<file path="src/rtl/nsf_pkg.sv">
package nsf_pkg;

   // Largest magnitude of a symmetric signed alphabet of the given width.
   function automatic int nsf_peak(input int width);
      return (1 << (width - 1)) - 1;
   endfunction

endpackage

</file>
<file path="src/rtl/nsf_map_regs.sv">
module nsf_map_regs #(
   parameter int MAG_W   = 3,
   parameter int ENTRIES = 8,
   parameter logic [ENTRIES*MAG_W-1:0] INIT_MAP = '0
) (
   input  logic                     clk,
   input  logic                     rst_n,
   input  logic                     we,
   input  logic [MAG_W-1:0]         idx,
   input  logic [MAG_W-1:0]         val,
   output logic [ENTRIES*MAG_W-1:0] map_flat
);

   for (genvar g = 0; g < ENTRIES; g++) begin : g_entry
      always_ff @(posedge clk or negedge rst_n) begin
         if (!rst_n) begin
            map_flat[g*MAG_W +: MAG_W] <= INIT_MAP[g*MAG_W +: MAG_W];
         end else if (we && (idx == MAG_W'(g))) begin
            map_flat[g*MAG_W +: MAG_W] <= val;
         end
      end
   end

endmodule

</file>
<file path="src/rtl/nsf_rank_table.sv">
module nsf_rank_table #(
   parameter int MAG_W   = 3,
   parameter int ENTRIES = 8,
   parameter int RANK_W  = 2
) (
   input  logic [ENTRIES*MAG_W-1:0]  map_flat,
   output logic [ENTRIES*RANK_W-1:0] rank_flat
);

   localparam int CNT_W = MAG_W + 1;
   localparam int RMAX  = (1 << RANK_W) - 1;

   logic [CNT_W-1:0] raw [ENTRIES];

   // Running count of value changes along the non-decreasing table.
   always_comb begin
      raw[0] = '0;
      for (int k = 1; k < ENTRIES; k++) begin
         raw[k] = raw[k-1] +
                  CNT_W'(map_flat[k*MAG_W +: MAG_W] != map_flat[(k-1)*MAG_W +: MAG_W]);
      end
   end

   for (genvar g = 0; g < ENTRIES; g++) begin : g_out
      if (RANK_W >= CNT_W) begin : g_wide
         assign rank_flat[g*RANK_W +: RANK_W] = RANK_W'(raw[g]);
      end else begin : g_clip
         localparam logic [CNT_W-1:0] RMAX_C = CNT_W'(RMAX);
         assign rank_flat[g*RANK_W +: RANK_W] =
            (raw[g] > RMAX_C) ? RANK_W'(RMAX) : raw[g][RANK_W-1:0];
      end
   end

endmodule

</file>
<file path="src/rtl/nsf_framer.sv">
module nsf_framer
   import nsf_pkg::*;
#(
   parameter int IN_W    = 6,
   parameter int SAT_W   = 4,
   parameter int CODE_W  = 3,
   parameter int MAG_W   = SAT_W - 1,
   parameter int ENTRIES = 1 << MAG_W,
   parameter int RANK_W  = CODE_W - 1
) (
   input  logic signed [IN_W-1:0]     din,
   input  logic [ENTRIES*MAG_W-1:0]   map_flat,
   input  logic [ENTRIES*RANK_W-1:0]  rank_flat,
   output logic [CODE_W-1:0]          code
);

   localparam int PEAK = nsf_peak(SAT_W);
   localparam logic signed [IN_W-1:0] SAT_HI = IN_W'(PEAK);
   localparam logic signed [IN_W-1:0] SAT_LO = -SAT_HI;

   logic signed [IN_W-1:0] sat;
   logic [IN_W-1:0]        abs_v;
   logic                   neg;
   logic [MAG_W-1:0]       mag;
   logic [MAG_W-1:0]       img;
   logic [RANK_W-1:0]      rnk;

   always_comb begin
      if (din > SAT_HI)      sat = SAT_HI;
      else if (din < SAT_LO) sat = SAT_LO;
      else                   sat = din;
      neg   = sat < 0;
      abs_v = neg ? IN_W'(-sat) : IN_W'(sat);
      mag   = MAG_W'(abs_v);
      img   = map_flat[mag*MAG_W +: MAG_W];
      rnk   = rank_flat[mag*RANK_W +: RANK_W];
      code  = {neg && (img != '0), rnk};
   end

endmodule

</file>
<file path="src/rtl/nsf_deframer.sv">
module nsf_deframer #(
   parameter int SAT_W   = 4,
   parameter int CODE_W  = 3,
   parameter int MAG_W   = SAT_W - 1,
   parameter int ENTRIES = 1 << MAG_W,
   parameter int RANK_W  = CODE_W - 1
) (
   input  logic [CODE_W-1:0]          code,
   input  logic [ENTRIES*MAG_W-1:0]   map_flat,
   input  logic [ENTRIES*RANK_W-1:0]  rank_flat,
   output logic signed [SAT_W-1:0]    dout
);

   logic [RANK_W-1:0] rsel;
   logic [MAG_W-1:0]  mag;
   logic [SAT_W-1:0]  wide;

   // Largest table entry whose rank does not exceed the requested one.
   always_comb begin
      rsel = code[RANK_W-1:0];
      mag  = map_flat[0 +: MAG_W];
      for (int k = 1; k < ENTRIES; k++) begin
         if (rank_flat[k*RANK_W +: RANK_W] <= rsel) begin
            mag = map_flat[k*MAG_W +: MAG_W];
         end
      end
      wide = {1'b0, mag};
      dout = code[CODE_W-1] ? -$signed(wide) : $signed(wide);
   end

endmodule

</file>
<file path="src/rtl/nsf_frame_unit.sv">
module nsf_frame_unit #(
   parameter int IN_W   = 6,
   parameter int SAT_W  = 4,
   parameter int CODE_W = 3,
   parameter logic [(1 << (SAT_W-1))*(SAT_W-1)-1:0] INIT_MAP =
      {3'd7, 3'd7, 3'd3, 3'd3, 3'd3, 3'd1, 3'd1, 3'd0}
) (
   input  logic                     clk,
   input  logic                     rst_n,
   input  logic                     map_we,
   input  logic [SAT_W-2:0]         map_idx,
   input  logic [SAT_W-2:0]         map_val,
   input  logic                     fr_valid,
   input  logic signed [IN_W-1:0]   fr_data,
   output logic                     fr_code_valid,
   output logic [CODE_W-1:0]        fr_code,
   input  logic                     df_valid,
   input  logic [CODE_W-1:0]        df_code,
   output logic                     df_data_valid,
   output logic signed [SAT_W-1:0]  df_data
);

   localparam int MAG_W   = SAT_W - 1;
   localparam int ENTRIES = 1 << MAG_W;
   localparam int RANK_W  = CODE_W - 1;

   if (SAT_W < 2) begin : g_bad_sat
      $error("SAT_W must be at least 2");
   end
   if (IN_W <= SAT_W) begin : g_bad_in
      $error("IN_W must exceed SAT_W");
   end
   if ((CODE_W < 2) || (CODE_W > SAT_W)) begin : g_bad_code
      $error("CODE_W must lie in 2..SAT_W");
   end

   logic [ENTRIES*MAG_W-1:0]  map_flat;
   logic [ENTRIES*RANK_W-1:0] rank_flat;
   logic [CODE_W-1:0]         code_next;
   logic signed [SAT_W-1:0]   data_next;

   nsf_map_regs #(
      .MAG_W(MAG_W), .ENTRIES(ENTRIES), .INIT_MAP(INIT_MAP)
   ) u_map (
      .clk(clk), .rst_n(rst_n), .we(map_we), .idx(map_idx), .val(map_val),
      .map_flat(map_flat)
   );

   nsf_rank_table #(
      .MAG_W(MAG_W), .ENTRIES(ENTRIES), .RANK_W(RANK_W)
   ) u_rank (
      .map_flat(map_flat), .rank_flat(rank_flat)
   );

   nsf_framer #(
      .IN_W(IN_W), .SAT_W(SAT_W), .CODE_W(CODE_W),
      .MAG_W(MAG_W), .ENTRIES(ENTRIES), .RANK_W(RANK_W)
   ) u_fra (
      .din(fr_data), .map_flat(map_flat), .rank_flat(rank_flat), .code(code_next)
   );

   nsf_deframer #(
      .SAT_W(SAT_W), .CODE_W(CODE_W),
      .MAG_W(MAG_W), .ENTRIES(ENTRIES), .RANK_W(RANK_W)
   ) u_dfr (
      .code(df_code), .map_flat(map_flat), .rank_flat(rank_flat), .dout(data_next)
   );

   always_ff @(posedge clk or negedge rst_n) begin
      if (!rst_n) begin
         fr_code_valid <= 1'b0;
         fr_code       <= '0;
         df_data_valid <= 1'b0;
         df_data       <= '0;
      end else begin
         fr_code_valid <= fr_valid;
         df_data_valid <= df_valid;
         if (fr_valid) fr_code <= code_next;
         if (df_valid) df_data <= data_next;
      end
   end

endmodule

</file>
<file path="config.mk">
export PLATFORM = sky130hd
export DESIGN_NAME = nsf_frame_unit
export DESIGN_NICKNAME = d
export VERILOG_FILES = /design/src/rtl/nsf_pkg.sv /design/src/rtl/nsf_map_regs.sv /design/src/rtl/nsf_rank_table.sv /design/src/rtl/nsf_framer.sv /design/src/rtl/nsf_deframer.sv /design/src/rtl/nsf_frame_unit.sv
export SDC_FILE = /design/constraint.sdc
export NUM_CORES = 1
export LEC_CHECK = 0
export CORE_AREA = 10 10 87 89
export CTS_CLUSTER_SIZE = 28
export DETAILED_ROUTE_END_ITERATION = 16
export DIE_AREA = 0 0 97 99
export PLACE_DENSITY = 0.74
export SYNTH_ARGS = -nofsm -noshare
export SYNTH_HDL_FRONTEND = slang
export SYNTH_SLANG_ARGS = --single-unit
</file>
<file path="constraint.sdc">
create_clock -name clk -period 5.4 [get_ports clk]
set_input_delay 1.62 -clock clk [delete_from_list [all_inputs] [get_ports clk]]
set_output_delay 1.62 -clock clk [all_outputs]
set_load 0.05 [all_outputs]
</file>
# --- Yosys cells after proc, flatten, opt, wreduce, memory -nomap -nowiden ---
# Cells that the tools add are included.
word_totals:
  elab_cells: 83
  in_bits: 20
  out_inout_bits: 9
  regBits: 33
classes:
  n_addsub: 8
  n_eq_ne: 14
  mul: 1
  mux: 18
  n_reduce_logical: 11
  n_shift: 2
  order_cmp: 17
op_table:
  columns: ["cell", "n"]
  rows:
  - ["$gt A4 B2 Y1 const B", 6]
  - ["$mux W3", 8]
  - ["$shiftx A24 B6 Y3", 1]
  - ["$ne A3 B3 Y1", 7]
  - ["$add A4 B1 Y4", 5]
  - ["$shiftx A16 B5 Y2", 1]
  - ["$le A2 B2 Y1", 7]
  - ["$mux W2", 7]
  - ["$eq A3 B3 Y1 const B", 4]
  - ["$mux W6", 2]
  - ["$logic_and A1 B1 Y1", 9]
  - ["$eq A3 B2 Y1 const B", 2]
  - ["$gt A6 B4 Y1 const B", 1]
  - ["$lt A6 B1 Y1 const B", 1]
  - ["$lt A6 B4 Y1 const B", 1]
  - ["$mul A3 B2 Y5 const B", 1]
  - ["$mux W4", 1]
  - ["$neg A3 Y4", 1]
  - ["$eq A3 B1 Y1 const B", 1]
  - ["$logic_not A3 Y1", 1]
  - ["$neg A3 Y3", 1]
  - ["$reduce_bool A3 Y1", 1]
  - ["$add A1 B1 Y2", 1]
  - ["$gt A1 B2 Y1 const B", 1]

# --- Longest topological paths before layout ---
logic_depth:
  depth_word: 13
  mapped_depth: 25
  mapped_depth_nobuf: 24

# --- By module ---
# From an unflattened synthesis, not the netlist that was laid out.
hier_totals:
  cells_unflattened: 314
  hier_area_um2: 3238.1
by_module_without_submodules:
  columns: ["mod", "area_each_um2", "cells_per_inst", "n_inst", "seq_area_each_um2"]
  rows:
  - ["nsf_map_regs", 1027.2, 56, 1, 618.1]
  - ["nsf_rank_table", 829.5, 105, 1, 0.0]
  - ["nsf_deframer", 703.2, 88, 1, 0.0]
  - ["nsf_framer", 374.1, 49, 1, 0.0]
  - ["nsf_frame_unit", 304.0, 16, 1, 225.2]

# --- Worst setup path before layout ---
# OpenSTA, ideal clock, no wires.
synth_path:
  kind: "register to register"
  from: "register u_map.map_flat[3]"
  to: "register df_data[1]"
  period_less_slack_ns: 5.214
  arrival_ns: 5.095
  setup_slack_ns: 0.186
  stages_incl_launch_ff: 23
  t_required_ns: 5.282
  n_path_buf: 0
  setup_time_ns: 0.118
  cell_sequence: "dfstp_2 -> xor2_1 -> nor3_1 -> fa_1 -> inv_1 -> ha_1 -> ha_1 -> ha_1 -> ha_1 -> nand2_1 -> xor2_1 -> and2_4 -> a21oi_1 -> or2_1 -> ha_1 -> nor2b_1 -> o21ai_1 -> nor4_1 -> a221oi_2 -> ha_1 -> o21ai_0 -> a21oi_1 -> a21o_1"
synth_between:
  elab_chain_cells: 13
  word_cells_on_any_way: 38
  cone_classes: "add/sub (7); order compare (14); eq/ne (2); mux (15)"
synth_lines:
  columns: ["element", "line", "source"]
  rows:
  - ["from (decl)", "nsf_map_regs.sv:11", "output logic [ENTRIES*MAG_W-1:0] map_flat"]
  - ["from (signal, indexed assignment)", "nsf_map_regs.sv:17", "map_flat[g*MAG_W +: MAG_W] <= INIT_MAP[g*MAG_W +: MAG_W];"]
  - ["from (signal, indexed assignment)", "nsf_map_regs.sv:19", "map_flat[g*MAG_W +: MAG_W] <= val;"]
  - ["$ne A3 B3 Y1", "nsf_rank_table.sv:20", "CNT_W'(map_flat[k*MAG_W +: MAG_W] != map_flat[(k-1)*MAG_W +: MAG_W]);"]
  - ["$add A1 B1 Y2 / $gt A1 B2 Y1 (equally long branches)", "nsf_rank_table.sv:19, nsf_rank_table.sv:30", null]
  - ["$add A4 B1 Y4, or another cell as far along (5 in series)", "nsf_rank_table.sv:19", "raw[k] = raw[k-1] +"]
  - ["$gt A4 B2 Y1, or another cell as far along", "nsf_rank_table.sv:30", "(raw[g] > RMAX_C) ? RANK_W'(RMAX) : raw[g][RANK_W-1:0];"]
  - ["$mux W2, or another cell as far along", "nsf_rank_table.sv:30", null]
  - ["$le A2 B2 Y1 / $mux W3 (equally long branches)", "nsf_deframer.sv:23", "if (rank_flat[k*RANK_W +: RANK_W] <= rsel) begin"]
  - ["$mux W3 (*)", "nsf_deframer.sv:23", null]
  - ["$neg A3 Y4", "nsf_deframer.sv:28", "dout = code[CODE_W-1] ? -$signed(wide) : $signed(wide);"]
  - ["$mux W4 (*)", "nsf_deframer.sv:28", null]
  - ["to (signal assigned)", "nsf_frame_unit.sv:79", "if (df_valid) df_data <= data_next;"]
  - ["to (decl)", "nsf_frame_unit.sv:20", "output logic signed [SAT_W-1:0] df_data"]
# Every way passes the cells marked *; elsewhere a longest branch is shown, timed or not.
# A chain may end at the register's enable or synchronous reset.

# --- Worst setup path in the final report ---
layout_path:
  from: "register u_map.map_flat[3]"
  to: "register df_data[2]"
# The elaborated chain is that of the path after synthesis.

==> impl_metrics.json <==
{
  "run_status": "completed",
  "vias": 2456,
  "fin_crit_sh": 0.942,
  "hold_class": "register to register",
  "synthToLayoutAreaGrowth_pct": 21.2,
  "n_fill_cell": 502,
  "worst_path_largest_cell_delay_ns": 0.54,
  "ys_types": 57,
  "die_y_um": 99,
  "setup_tns_ns": 0,
  "cap_viol_max_count": 0,
  "reg2reg_to": "df_data[2]",
  "grt_max_degree": 34,
  "layout_commonest_cell": "mux2_2",
  "grt_usage": 0.143,
  "synth_edf_count": 0,
  "wirelength_um": 7000,
  "cts_buffer_depth": 2,
  "final_nets": 397,
  "startpoint_type": "register",
  "hold_end": "df_data[1]",
  "final_cell_mix": "mux2_2, clkdlybuf4s50_1, ha_1, xnor2_1, nand2_1",
  "syn_area_um2": 2930,
  "cts_root_buffer": "clkbuf_8",
  "hold_violations": 0,
  "drive_gt1_frac": 0.246,
  "holdPathStages": 1,
  "gr-total-overflow": 0,
  "fp-row-count": 28,
  "fmax_mhz": 196,
  "seq_area_frac_synth": 0.287,
  "antenna_cells": 0,
  "crit_family": "adder cells",
  "io_buffers": 28,
  "die_w_um": 97,
  "antenna_found_initial": 0,
  "reg2reg_depth": 25,
  "wire_per_inst_um": 16.5,
  "yosys_warnings": 0,
  "ioPinCount": 29,
  "hpwl_um": 5240,
  "cp.required_ns": 5.57,
  "worstHoldStart": "df_data[1]",
  "cts_buffers": 5,
  "async_flop_share": 1.00,
  "syn_avg_cell_area_um2": 9.46,
  "cts_tree": "yes",
  "die_area_um2": 9600,
  "path_buf_inv": 3,
  "core_um2": 5850,
  "clkLatencyLatePin_ns": 0.29,
  "synthFlopType": "dfrtp_1",
  "numClockSinks": 33,
  "synth_nets": 358,
  "clock-skew-final_ns": 0.00894,
  "path_class": "register to register",
  "drt_iter0_markers": 123,
  "r2r-start": "u_map.map_flat[3]",
  "worst-slew-pin-transition_ns": 0.512,
  "crit_path_end_kind": "register",
  "cp.arrival_ns": 5.26,
  "ant_nets": 0,
  "slew_headroom": 0.655,
  "synthCells": 310,
  "routabilityCongestion": 0.906,
  "firstDrtPassIters": 5,
  "maxSlewViolCount": 0,
  "cp_slowest_cell": "dfstp_2",
  "ys_seq_elements": 33,
  "routed_via_density": 5.78,
  "clk_pin_slew_ns": 0.07,
  "r2r_slack_ns": 0.31,
  "synth_largest_area_cell": "dfrtp_1",
  "synth_top_area_frac": 0.162,
  "grt_pass1_vias": 2443,
  "initial_core_util": 0.501,
  "drc_errors": 0,
  "grt_first_pass_wirelength_um": 11700,
  "setup_violations": 0,
  "worstPathMaxFanout": 4,
  "synthTopCellsByArea": "dfrtp_1, dfstp_2, ha_1, mux2_2, xnor2_1",
  "fin_crit_ns": 5.09,
  "cts_max_level": 2
}
==> worst max-delay path by stage <==
stage | from | end | slack, ns | cells after the start
2_1_floorplan | u_map.map_flat[3] | df_data[1] | 0.19 | 22
3_3_place_gp | u_map.map_flat[3] | df_data[1] | 0.04 | 23
3_5_place_dp | u_map.map_flat[3] | df_data[1] | -0.12 | 23
4_1_cts | u_map.map_flat[3] | df_data[1] | 0.0008 | 23
5_1_grt | u_map.map_flat[3] | df_data[1] | -0.02 | 24
6_report | u_map.map_flat[3] | df_data[2] | 0.31 | 25
==> cells by family (layout without fill, tap and decap cells) <==
logic type,after synthesis,in the layout,synth area share
XOR/XNOR,28,28,0.0964
AND/OR/NAND/NOR,109,109,0.199
AO/OA/AOI/OAI,57,57,0.132
buffers and inverters,21,61,0.0350
adder cells (fa/ha/maj),28,28,0.122
flip-flops,33,33,0.287
multiplexers,34,34,0.129
==> layout make-up <==
cell class / count / area, um^2 / area share
multi-input combinational: 256 / 2080 / 0.586
sequential: 33 / 843 / 0.237
timing repair buffer: 40 / 370 / 0.104
clock buffer: 7 / 108 / 0.0303
tap: 75 / 93.8 / 0.0264
inverter: 13 / 48.8 / 0.0137
clock inverter: 1 / 7.51 / 0.00211
==> flip-flops by register name, summed over array words and instances (netlist names) <==
signal	flops
u_map.map_flat	24
df_data	4
fr_code	3
df_data_valid	1
fr_code_valid	1
==> Yosys cell counts (all sizes together) (10+ instances only) <==
| library cell | count |
|---|---|
| o21ai | 15 |
| a21oi | 10 |
| nor2b | 11 |
| nor2 | 20 |
| ha | 27 |
| nand2 | 22 |
| dfrtp | 19 |
| nor3 | 13 |
| dfstp | 14 |
| mux2 | 30 |
| xnor2 | 21 |
| nand3 | 11 |
| inv | 13 |
==> per-stage QoR <==
| step | hold slack [ns] | instances | area, um^2 | util | setup slack (ns) |
|---|---|---|---|---|---|
| CTS | 0.492 | 421 | 3440 | 0.588 | 0.000766 |
| global route | 0.521 | 425 | 3560 | 0.608 | -0.0225 |
| floorplan | 0.541 | 310 | 2930 | - | 0.186 |
| global placement | 0.472 | 413 | 3310 | 0.567 | 0.0427 |
| detailed placement | 0.476 | 413 | 3310 | 0.567 | -0.124 |
| finish | 0.490 | 425 | 3560 | 0.608 | 0.311 |
==> worst register-to-register path, cell delays in order, from the launching register on <==
cell and delay, ns:
dfstp_2 0.54, buf_4 0.12, xnor2_1 0.06, nand3_1 0.12, inv_1 0.07, fa_1 0.53
inv_1 0.09, ha_4 0.30, ha_2 0.22, xnor3_2 0.32, xor2_4 0.19, nand2_1 0.09
xor2_1 0.15, and2_4 0.17, a21oi_1 0.08, or2_1 0.23, ha_1 0.30, nor2b_4 0.19
o21a_1 0.16, o221ai_1 0.12, o221ai_1 0.20, o21ai_2 0.10, ha_1 0.18, nor2_1 0.12
xnor2_1 0.07, mux2_2 0.26
==> timing repair <==
action / in CTS / in global routing
gates cloned: 0 / 0
pin swaps: 0 / 2
resized for setup: 3 / 13
hold endpoints to repair: 0 / 0
hold buffers: 0 / 0
setup buffers: 0 / 4
endpoints found under the setup margin: 3 / 3
==> routing by layer <==
metal,up-vias,track usage,share of wire
met2,59,0.239,0.49
met3,10,0.0300,0.032
met5,-,0,0
li1,1209,-,-
met4,0,0.0397,0.013
met1,1178,0.182,0.46
Power is left out: the tool's default activity adds up to more than one toggle a clock period on the data nets, which glitch-free logic cannot reach.
